File: src/rtl/link_pkg.sv
package link_pkg;
  typedef enum logic [2:0] {
    TX_IDLE,
    TX_LO_SET,
    TX_LO_WAIT,
    TX_HI_SET,
    TX_HI_WAIT
  } tx_st_e;

  typedef enum logic [1:0] {
    RX_IDLE,
    RX_LO_SET,
    RX_HI_WAIT,
    RX_HI_SET
  } rx_st_e;

  typedef enum logic {
    OWN_TX,
    OWN_RX
  } owner_e;
endpackage

File: src/rtl/link_sync.sv
module link_sync #(
  parameter int W      = 5,
  parameter int STAGES = 2
) (
  input  logic         clk,
  input  logic         rst,
  input  logic [W-1:0] d,
  output logic [W-1:0] q
);
  logic [STAGES-1:0][W-1:0] chain;

  always_ff @(posedge clk) begin
    if (rst) begin
      chain <= '0;
    end else begin
      chain[0] <= d;
      for (int i = 1; i < STAGES; i++) chain[i] <= chain[i-1];
    end
  end

  assign q = chain[STAGES-1];
endmodule

File: src/rtl/link_wait_timer.sv
module link_wait_timer #(
  parameter int CW = 8
) (
  input  logic          clk,
  input  logic          rst,
  input  logic          run,
  input  logic [CW-1:0] limit,
  output logic          expired
);
  logic [CW-1:0] cnt;

  always_ff @(posedge clk) begin
    if (rst || !run) cnt <= '0;
    else if (cnt != limit) cnt <= cnt + 1'b1;
  end

  assign expired = run && (cnt == limit);
endmodule

File: src/rtl/link_tx.sv
module link_tx
  import link_pkg::*;
#(
  parameter int N  = 4,
  parameter int CW = 8
) (
  input  logic          clk,
  input  logic          rst,
  input  logic [2*N-1:0] tx_byte,
  input  logic          tx_valid,
  input  logic          rx_idle,
  input  logic          rx_start,
  input  logic [N-1:0]  echo,
  input  logic          busy,
  input  logic [CW-1:0] limit,
  output logic          tx_ready,
  output logic          tx_idle,
  output logic          accept,
  output logic [N:0]    drv,
  output logic          tx_err,
  output logic          tx_timeout
);
  tx_st_e         st;
  logic [2*N-1:0] byte_q;
  logic [N-1:0]   data_q;
  logic           ph_q, err_q, to_q;
  logic           expired, waiting;

  assign waiting  = (st == TX_LO_WAIT) || (st == TX_HI_WAIT);
  assign tx_idle  = (st == TX_IDLE);
  assign tx_ready = tx_idle && rx_idle && !rx_start;
  assign accept   = tx_valid && tx_ready;

  link_wait_timer #(.CW(CW)) u_timer (
    .clk(clk), .rst(rst), .run(waiting), .limit(limit), .expired(expired)
  );

  always_ff @(posedge clk) begin
    if (rst) begin
      st     <= TX_IDLE;
      byte_q <= '0;
      data_q <= '0;
      ph_q   <= 1'b1;
      err_q  <= 1'b0;
      to_q   <= 1'b0;
    end else begin
      err_q <= 1'b0;
      to_q  <= 1'b0;
      case (st)
        TX_IDLE: if (accept) begin
          byte_q <= tx_byte;
          data_q <= tx_byte[N-1:0];
          st     <= TX_LO_SET;
        end
        TX_LO_SET: begin
          ph_q <= 1'b0;
          st   <= TX_LO_WAIT;
        end
        TX_LO_WAIT: begin
          if (busy) begin
            err_q  <= (echo != byte_q[N-1:0]);
            data_q <= byte_q[2*N-1:N];
            st     <= TX_HI_SET;
          end else if (expired) begin
            to_q <= 1'b1;
            ph_q <= 1'b1;
            st   <= TX_IDLE;
          end
        end
        TX_HI_SET: begin
          ph_q <= 1'b1;
          st   <= TX_HI_WAIT;
        end
        TX_HI_WAIT: begin
          if (!busy) begin
            err_q <= (echo != byte_q[2*N-1:N]);
            st    <= TX_IDLE;
          end else if (expired) begin
            to_q <= 1'b1;
            st   <= TX_IDLE;
          end
        end
        default: st <= TX_IDLE;
      endcase
    end
  end

  assign drv        = {ph_q, data_q};
  assign tx_err     = err_q;
  assign tx_timeout = to_q;


  tx_lo_first_chk: assert property (@(posedge clk) disable iff (rst)
    accept |=> (drv[N] && drv[N-1:0] == $past(tx_byte[N-1:0])));


  tx_phase_fall_chk: assert property (@(posedge clk) disable iff (rst)
    $fell(drv[N]) |-> (drv[N-1:0] == byte_q[N-1:0]));


  tx_to_phase_chk: assert property (@(posedge clk) disable iff (rst)
    tx_timeout |-> (drv[N] && tx_idle));


  tx_hold_chk: assert property (@(posedge clk) disable iff (rst)
    (tx_idle && !tx_ready) |=> $stable(byte_q));
endmodule

File: src/rtl/link_rx.sv
module link_rx
  import link_pkg::*;
#(
  parameter int N  = 4,
  parameter int CW = 8
) (
  input  logic           clk,
  input  logic           rst,
  input  logic           tx_idle,
  input  logic [N-1:0]   echo,
  input  logic           busy,
  input  logic [CW-1:0]  limit,
  output logic           rx_idle,
  output logic           rx_start,
  output logic [N:0]     drv,
  output logic [2*N-1:0] rx_byte,
  output logic           rx_valid
);
  rx_st_e         st;
  logic           busy_q, ph_q, rv_q, expired, waiting;
  logic [N-1:0]   lo_q, data_q;
  logic [2*N-1:0] byte_q;

  assign rx_idle  = (st == RX_IDLE);
  assign rx_start = rx_idle && tx_idle && busy && !busy_q;
  assign waiting  = (st == RX_HI_WAIT);

  link_wait_timer #(.CW(CW)) u_timer (
    .clk(clk), .rst(rst), .run(waiting), .limit(limit), .expired(expired)
  );

  always_ff @(posedge clk) begin
    if (rst) begin
      st     <= RX_IDLE;
      busy_q <= 1'b0;
      lo_q   <= '0;
      data_q <= '0;
      ph_q   <= 1'b1;
      byte_q <= '0;
      rv_q   <= 1'b0;
    end else begin
      rv_q   <= 1'b0;
      busy_q <= busy;
      case (st)
        RX_IDLE: if (rx_start) begin
          lo_q   <= echo;
          data_q <= echo;
          st     <= RX_LO_SET;
        end
        RX_LO_SET: begin
          ph_q <= 1'b0;
          st   <= RX_HI_WAIT;
        end
        RX_HI_WAIT: begin
          if (!busy) begin
            data_q <= echo;
            st     <= RX_HI_SET;
          end else if (expired) begin
            ph_q <= 1'b1;
            st   <= RX_IDLE;
          end
        end
        RX_HI_SET: begin
          ph_q   <= 1'b1;
          rv_q   <= 1'b1;
          byte_q <= {data_q, lo_q};
          st     <= RX_IDLE;
        end
        default: st <= RX_IDLE;
      endcase
    end
  end

  assign drv      = {ph_q, data_q};
  assign rx_byte  = byte_q;
  assign rx_valid = rv_q;


  rx_echo_lo_chk: assert property (@(posedge clk) disable iff (rst)
    rx_start |=> (drv[N] && drv[N-1:0] == $past(echo)));


  rx_valid_phase_chk: assert property (@(posedge clk) disable iff (rst)
    rx_valid |-> (drv[N] && rx_byte[2*N-1:N] == drv[N-1:0]));


  rx_valid_pulse_chk: assert property (@(posedge clk) disable iff (rst)
    rx_valid |=> !rx_valid);
endmodule

File: src/rtl/nibble_link.sv
module nibble_link
  import link_pkg::*;
#(
  parameter int NIB_W       = 4,
  parameter int SYNC_STAGES = 2,
  parameter int CNT_W       = 8
) (
  input  logic                 clk,
  input  logic                 rst,
  input  logic [CNT_W-1:0]     ack_limit,
  input  logic [2*NIB_W-1:0]   tx_byte,
  input  logic                 tx_valid,
  output logic                 tx_ready,
  output logic [2*NIB_W-1:0]   rx_byte,
  output logic                 rx_valid,
  output logic                 tx_err,
  output logic                 tx_timeout,
  output logic [NIB_W:0]       link_out,
  input  logic [NIB_W:0]       link_in
);
  localparam int LW = NIB_W + 1;

  logic [LW-1:0] in_s, tx_drv, rx_drv;
  logic          tx_idle, rx_idle, rx_start, accept;
  owner_e        owner;

  link_sync #(.W(LW), .STAGES(SYNC_STAGES)) u_sync (
    .clk(clk), .rst(rst), .d(link_in), .q(in_s)
  );

  link_tx #(.N(NIB_W), .CW(CNT_W)) u_tx (
    .clk(clk), .rst(rst), .tx_byte(tx_byte), .tx_valid(tx_valid),
    .rx_idle(rx_idle), .rx_start(rx_start),
    .echo(in_s[NIB_W-1:0]), .busy(in_s[NIB_W]), .limit(ack_limit),
    .tx_ready(tx_ready), .tx_idle(tx_idle), .accept(accept), .drv(tx_drv),
    .tx_err(tx_err), .tx_timeout(tx_timeout)
  );

  link_rx #(.N(NIB_W), .CW(CNT_W)) u_rx (
    .clk(clk), .rst(rst), .tx_idle(tx_idle),
    .echo(in_s[NIB_W-1:0]), .busy(in_s[NIB_W]), .limit(ack_limit),
    .rx_idle(rx_idle), .rx_start(rx_start), .drv(rx_drv),
    .rx_byte(rx_byte), .rx_valid(rx_valid)
  );

  always_ff @(posedge clk) begin
    if (rst)           owner <= OWN_TX;
    else if (accept)   owner <= OWN_TX;
    else if (rx_start) owner <= OWN_RX;
  end

  assign link_out = (owner == OWN_TX) ? tx_drv : rx_drv;


  role_excl_chk: assert property (@(posedge clk) disable iff (rst)
    !(!tx_idle && !rx_idle));


  rx_blocks_tx_chk: assert property (@(posedge clk) disable iff (rst)
    !rx_idle |-> !tx_ready);
endmodule

File: config.mk
export PLATFORM = sky130hd
export DESIGN_NAME = nibble_link
export DESIGN_NICKNAME = d
export VERILOG_FILES = /design/src/rtl/link_pkg.sv /design/src/rtl/link_sync.sv /design/src/rtl/link_wait_timer.sv /design/src/rtl/link_tx.sv /design/src/rtl/link_rx.sv /design/src/rtl/nibble_link.sv
export SDC_FILE = /design/constraint.sdc
export NUM_CORES = 1
export LEC_CHECK = 0
export CAP_MARGIN = 20
export CORE_MARGIN = 2
export CORE_UTILIZATION = 50
export DETAILED_ROUTE_END_ITERATION = 16
export DONT_BUFFER_PORTS = 1
export PLACE_DENSITY = 0.66
export SETUP_SLACK_MARGIN = 0.3
export SYNTH_ARGS = -nofsm -noshare
export SYNTH_HDL_FRONTEND = slang
export SYNTH_SLANG_ARGS = --single-unit
File: constraint.sdc
create_clock -name clk -period 1.9 [get_ports clk]
set_clock_uncertainty 0.15 [all_clocks]
set_input_delay 0.38 -clock clk [delete_from_list [all_inputs] [get_ports clk]]
set_output_delay 0.38 -clock clk [all_outputs]
set_load 0.05 [all_outputs]
==> results.cfg, run 1 <==
[logic_synthesis]
syn_area_sq_mm = 0.00310
synth_warnings = 0
synthMuxAreaShare_pct = 7.96
synth-seq-area-share_pct = 42.6
synth_top_family_by_area = simple AND/OR/NAND/NOR gates
synth_seq_cells = 66
synth_fp_nets = 372
synth-simple-area-share_pct = 22.7
postSynthAreaPerCell_sq_um = 8.95
synth_cell_type_count = 44
synthAdderAreaFrac_pct = 0.808
synth-xor-area-share_pct = 6.79
synth_compound_area_share_pct = 15.1
synthCells = 346

[floorplanning]
rows = 28
dieWidth_microns = 82.7
die_h_microns = 82.7
io_pins = 41
dieArea_sq_mm = 0.00684
initial_core_util_pct = 52.0
fp.coreArea_sq_mm = 0.00596

[pwr]
p_clk_share_pct = 40.1
p_int_uw = 2440
power_switching_uw = 889
power_density_mw_per_mm2 = 909
swShare_pct = 26.7
p_seq_share_pct = 44.7
p_comb_share_pct = 15.1
vdd_drop_max_mv = 0.540
p_leak_uw = 0.00139
power_uw = 3330

[detailed_routing]
post_drt_wl_per_cell_microns = 15.8
vias = 2548
route.detailed.drc = 0
routed_wl_microns = 6950
avgViaCountPerCell = 5.80
ant_nets = 0
drtPass1Iterations = 4
drtIter0Drc = 126

[sta]
maxSlewHeadroom_pct = 66.3
worst_slew_pin_slew_ns = 0.505
min_period_ns = 2.00
fmax_ghz = 0.499
hold_violations = 0
finalSetupTns_ns = -0.103
period_share_pct = 105
grt_setup_unrepaired = yes
whs_ns = 0.00623
layout_setup_ws_ns = -0.103
slew_viol_final = 0
finalSetupViolCount = 1

[cts]
cts_tree = done
clk_pin_slew_ns = 0.07
cts_max_path_buffers = 2
clk_latency_ns = 0.35
cts_max_level = 3
numCtsBuffers = 9
cts-root-buf = clkbuf_8
cts_sinks = 66

[setup_path]
end_kind = output pin
slowest_delay_ns = 0.40
reg2regPathDepth = 5
critPathLaunchType = flip-flop
crit_chain = or3_4, nor4_4, buf_12
crit_arrival_ns = 1.47
path_class = reg2out
cp_max_fo = 2
cp_data_required_time_ns = 1.37
slowest_stage = or3_4

[finish]
stdcell_count = 439
area_delta_synth_final_pct = 18.2
drive_gt1_share_pct = 22.0
fillCellCount = 524
finalNetCount = 385
antenna_cells = 0

[hold_path]
whs_path_depth = 1
holdCritPathClass = in2reg

[global_routing]
antenna_found_initial = 0
grt_pass1_vias = 2338
track_usage_pct = 21.7
grt_max_degree = 45
grt_pass1_wl_microns = 11100
grt_overflow = 0

[placement]
hpwl_microns = 4510
dp.cells = 417
io_buffers = 0
place_congestion = 0.846

[run]
maxCapViolCount = 0

[status]
violations = negative setup slack
status = complete, but fails checks
==> per-layer routing <==
metal  vias to the layer above  part of all wire [%]  wire length [microns]  track usage [%]
met5                         -                     0                      0                0
li1                       1261                     -                      -                -
met1                      1211                    46                   3170             29.0
met2                        63                    47                   3250             32.9
met3                        13                   5.9                    412             6.52
met4                         0                   1.6                    112             8.52
==> layout make-up <==
class                      count  area (sq um)  share of cell area (%)
multi-input combinational    257          1790                    49.0
clock inverter                 6          90.1                    2.46
timing repair buffer          21           196                    5.36
inverter                       4          15.0                   0.410
sequential                    66          1340                    36.5
tap                           75          93.8                    2.56
clock buffer                  10           138                    3.76
==> state kept, by name, summed over array words and instances, names as in the netlist, 4 cells and up <==
signal,count
u_tx.data_q,4
u_rx.u_timer.cnt,8
u_sync.q,5
u_tx.byte_q,8
u_tx.u_timer.cnt,8
u_rx.data_q,4
u_rx.lo_q,4
u_rx.rx_byte,8
u_sync.chain,5
==> Yosys cell counts, drive strengths merged <==
| cell | number | share of area [%] |
|---|---|---|
| ha | 2 | 0.81 |
| and2 | 2 | 0.40 |
| and2b | 1 | 0.24 |
| nand3 | 21 | 3.4 |
| clkbuf | 14 | 1.7 |
| xnor2 | 16 | 4.5 |
| nor2b | 14 | 3.1 |
| or3 | 2 | 0.40 |
| dfxtp | 66 | 43 |
| a2111o | 5 | 1.8 |
| nand4bb | 1 | 0.36 |
| nor3 | 7 | 1.3 |
| or4 | 1 | 0.36 |
| o32a | 1 | 0.32 |
| o21a | 1 | 0.24 |
| mux2 | 5 | 1.8 |
| o31a | 1 | 0.28 |
| a311o | 1 | 0.32 |
| a211oi | 5 | 1.2 |
| xor2 | 8 | 2.3 |
| nor4 | 4 | 0.81 |
| a21boi | 3 | 0.73 |
| nand4 | 7 | 1.4 |
| nor2 | 28 | 3.4 |
| o21ai | 19 | 3.1 |
| a21o | 1 | 0.24 |
| and3 | 1 | 0.20 |
| nand2 | 31 | 3.8 |
| o2111a | 1 | 0.36 |
| nand2b | 11 | 2.2 |
| inv | 4 | 0.48 |
| o31ai | 3 | 1.2 |
| buf | 6 | 1.7 |
| o221a | 1 | 0.36 |
| a311oi | 4 | 1.1 |
| a21oi | 24 | 3.9 |
| and4 | 4 | 1.1 |
| mux2i | 19 | 6.1 |
| or3b | 1 | 0.28 |
==> per-stage QoR <==
step	area [sq um]	setup WS, ns	utilization [%]
6_report	3660	-0.103	61.5
5_1_grt	3660	-0.137	61.5
4_1_cts	3580	-0.121	60.1
3_5_place_dp	3240	0.0682	54.4
3_3_place_gp	3240	0.113	54.4
2_1_floorplan	3130	-0.00278	-
==> cell families after synthesis <==
kind of cell / after synthesis
AND/OR/NAND/NOR: 136
AO/OA/AOI/OAI: 70
flip-flops: 66
XOR/XNOR: 24
buffers and inverters: 24
multiplexers: 24
adder cells (fa/ha/maj): 2
==> placed cells by master (no fill, tap or decap), drive strengths merged, types with 8 or more instances in the layout <==
cell type / instances
nor2b: 14
o21ai: 19
xor2: 8
clkbuf: 10
nand2b: 11
dfxtp: 66
xnor2: 16
buf: 20
nand2: 31
nand3: 21
nor2: 28
mux2i: 19
a21oi: 24
==> path summary, 6_finish.rpt <==
kind                        start              end  slack (ns)
hold reg to reg   u_sync.chain[2]      u_sync.q[2]        0.29
hold / removal         link_in[2]  u_sync.chain[2]       0.006
setup reg to reg       u_tx.st[2]     u_rx.lo_q[0]        0.04
setup / recovery       u_tx.st[2]         tx_ready       -0.10
==> power by group through the flow <==
| stage | Sequential [uW] | Combinational [uW] | Clock, uW |
|---|---|---|---|
| 6_report | 1490 | 503 | 1340 |
| 5_1_grt | 1500 | 544 | 1410 |
| 4_1_cts | 1490 | 484 | 1350 |
| 3_5_place_dp | 1520 | 424 | 0 |
| 3_3_place_gp | 1520 | 414 | 0 |
| 2_1_floorplan | 1510 | 360 | 0 |
==> worst max-delay path, delay by kind of cell (launching register included) <==
kind,cells,cell delay (ns)
and+or+nand+nor,2,0.62
DFF,1,0.32
buffers and inverters,1,0.18
==> what timing repair did <==
action,in CTS,in global routing
cloned,1,1
endpoints found under the setup margin,43,47
gates resized for setup,30,22
hold buffers,2,0
buffers inserted,1,1
endpoints found under the hold margin,45,0
pin swaps,2,2
Power figures use the tool's default switching activity.
==> run 2: changes to the inputs <==
PLACE_DENSITY = 0.63   (was 0.66)
clock period = 2.1 ns   (was 1.9 ns; I/O delays follow)
==> run 2 against run 1 <==
The flow still finishes with violations (negative setup slack). Wire length is 4.3% lower. Global-route usage is 1.2 points lower. Design area is 4.7% lower. Count of clock-buffer cells in the layout is 2 higher. Clock power is 21% lower. Power is 15% lower. Non-clock buffer count is 7 lower. Combinational power is 16% lower. Highest routed layer unchanged. Die area stayed put. Sequential share of layout area is 1.7 points higher. Hold slack better by 0.045 ns.
==> results.cfg, run 2 (same netlist as run 1, synthesis figures left out) <==
[sta]
finalSetupViolCount = 1
period_share_pct = 102
finalSetupTns_ns = -0.0409
fmax_ghz = 0.467
min_period_ns = 2.14
grt_setup_unrepaired = yes
hold_violations = 0
worst_slew_pin_slew_ns = 0.510
slew_viol_final = 0
maxSlewHeadroom_pct = 65.9
layout_setup_ws_ns = -0.0409
whs_ns = 0.0514

[detailed_routing]
top_layer = met4
vias = 2479
drtPass1Iterations = 5
route.detailed.drc = 0
wl_met2_microns = 3140
routed_wl_microns = 6660
avgViaCountPerCell = 5.74
post_drt_wl_per_cell_microns = 15.4
ant_nets = 0
met3WireLength_microns = 427
wl_met1_microns = 2890
drtIter0Drc = 93

[setup_path]
critPathLaunchType = flip-flop
slowest_stage = or3_4
cp_max_fo = 2
path_delay_family = simple AND/OR/NAND/NOR gates
crit_arrival_ns = 1.57
cp_data_required_time_ns = 1.53
crit_chain = or3_4, buf_6, nor4_4, buf_12
crit_buf_inv = 2
path_class = reg2out
end_kind = output pin
slowest_delay_ns = 0.38

[floorplanning]
dieArea_sq_mm = 0.00684
io_pins = 41
rows = 28
dieWidth_microns = 82.7
fp.coreArea_sq_mm = 0.00596
initial_core_util_pct = 52.0
die_h_microns = 82.7

[placement]
hpwl_microns = 4440
io_buffers = 0
post-place-ws_ns = 0.116
place_congestion = 0.813

[pwr]
p_leak_uw = 0.00131
power_density_mw_per_mm2 = 811
vdd_drop_max_mv = 0.472
power_uw = 2830

[finish]
antenna_cells = 0
area_delta_synth_final_pct = 12.7
drive_gt1_share_pct = 14.0
fillCellCount = 542
finalNetCount = 378
layout_common_cells = dfxtp_1 (60), nand2_1 (31), nor2_1 (28), a21oi_1 (24), nand3_1 (21)
layout_commonest_cell = dfxtp_1

[cts]
cts_sinks = 66
numCtsBuffers = 9
cts_max_level = 3
cts-root-buf = clkbuf_8
clk_pin_slew_ns = 0.07
cts_max_path_buffers = 2
clk_latency_ns = 0.34
cts_tree = done

[global_routing]
antenna_found_initial = 0
grt_overflow = 0
grt_pass1_wl_microns = 10600
grt_pass1_vias = 2293
track_usage_pct = 20.5
grt_max_degree = 45

[hold_path]
holdCritPathClass = in2reg

[status]
status = complete, but fails checks
violations = negative setup slack

[run]
maxCapViolCount = 0
-- run 2: changes by cell type in the layout (fill, tap and decap cells not counted), sizes merged --
cell	previous run	this run
and4	5	4
clkbuf	10	12
buf	20	14
bufinv	2	1
or3	2	3
clkinv	3	2
dlygate4sd3	1	0
-- run 2: worst paths after layout --
path                                 startpoint           end  slack [ns]  cells after the start
worst max-delay path                 u_tx.st[2]      tx_ready       -0.04                      4
worst min-delay path                        rst     u_tx.ph_q        0.05                      2
worst max register to register       u_tx.st[2]  u_rx.lo_q[2]        0.06                      6
worst min register to register  u_sync.chain[0]   u_sync.q[0]        0.29                      1
-- run 2: final cells by class --
class                           count  area, sq um  area share, %
Multi-Input combinational cell    257         1710           49.1
Sequential cell                    66         1330           38.2
Clock buffer                       12          145           4.16
Timing Repair Buffer               14          138           3.94
Tap cell                           75         93.8           2.69
Clock inverter                      4         51.3           1.47
Inverter                            4         15.0          0.430
-- run 2: power breakdown --
part / leakage (uW) / total (uW) / switching (uW) / internal [uW]
logic: 0.000675 / 425 / 241 / 184
registers: 0.000541 / 1350 / 44.8 / 1300
clock network: 0.0000966 / 1060 / 478 / 582
-- run 2: metal layers --
metal,GRT usage (%),vias up
met3,8.15,21
met4,10.0,0
met1,23.6,1147
met2,33.1,66
li1,-,1245
met5,0,-
-- run 2: repair_timing --
| action | in CTS | in global routing |
|---|---|---|
| hold endpoints to repair | 44 | 0 |
| setup buffers | 3 | 1 |
| pin swaps | 4 | 11 |
| hold buffers | 1 | 0 |
| gates resized for setup | 12 | 7 |
| gates cloned | 0 | 1 |
| setup endpoints to repair | 24 | 26 |
-- run 2: metrics by stage --
stage	area [sq um]	cells	util [%]
6_report	3490	432	58.6
5_1_grt	3490	432	58.6
3_3_place_gp	3180	410	53.5
4_1_cts	3460	430	58.2
2_1_floorplan	3120	346	-
3_5_place_dp	3180	410	53.5
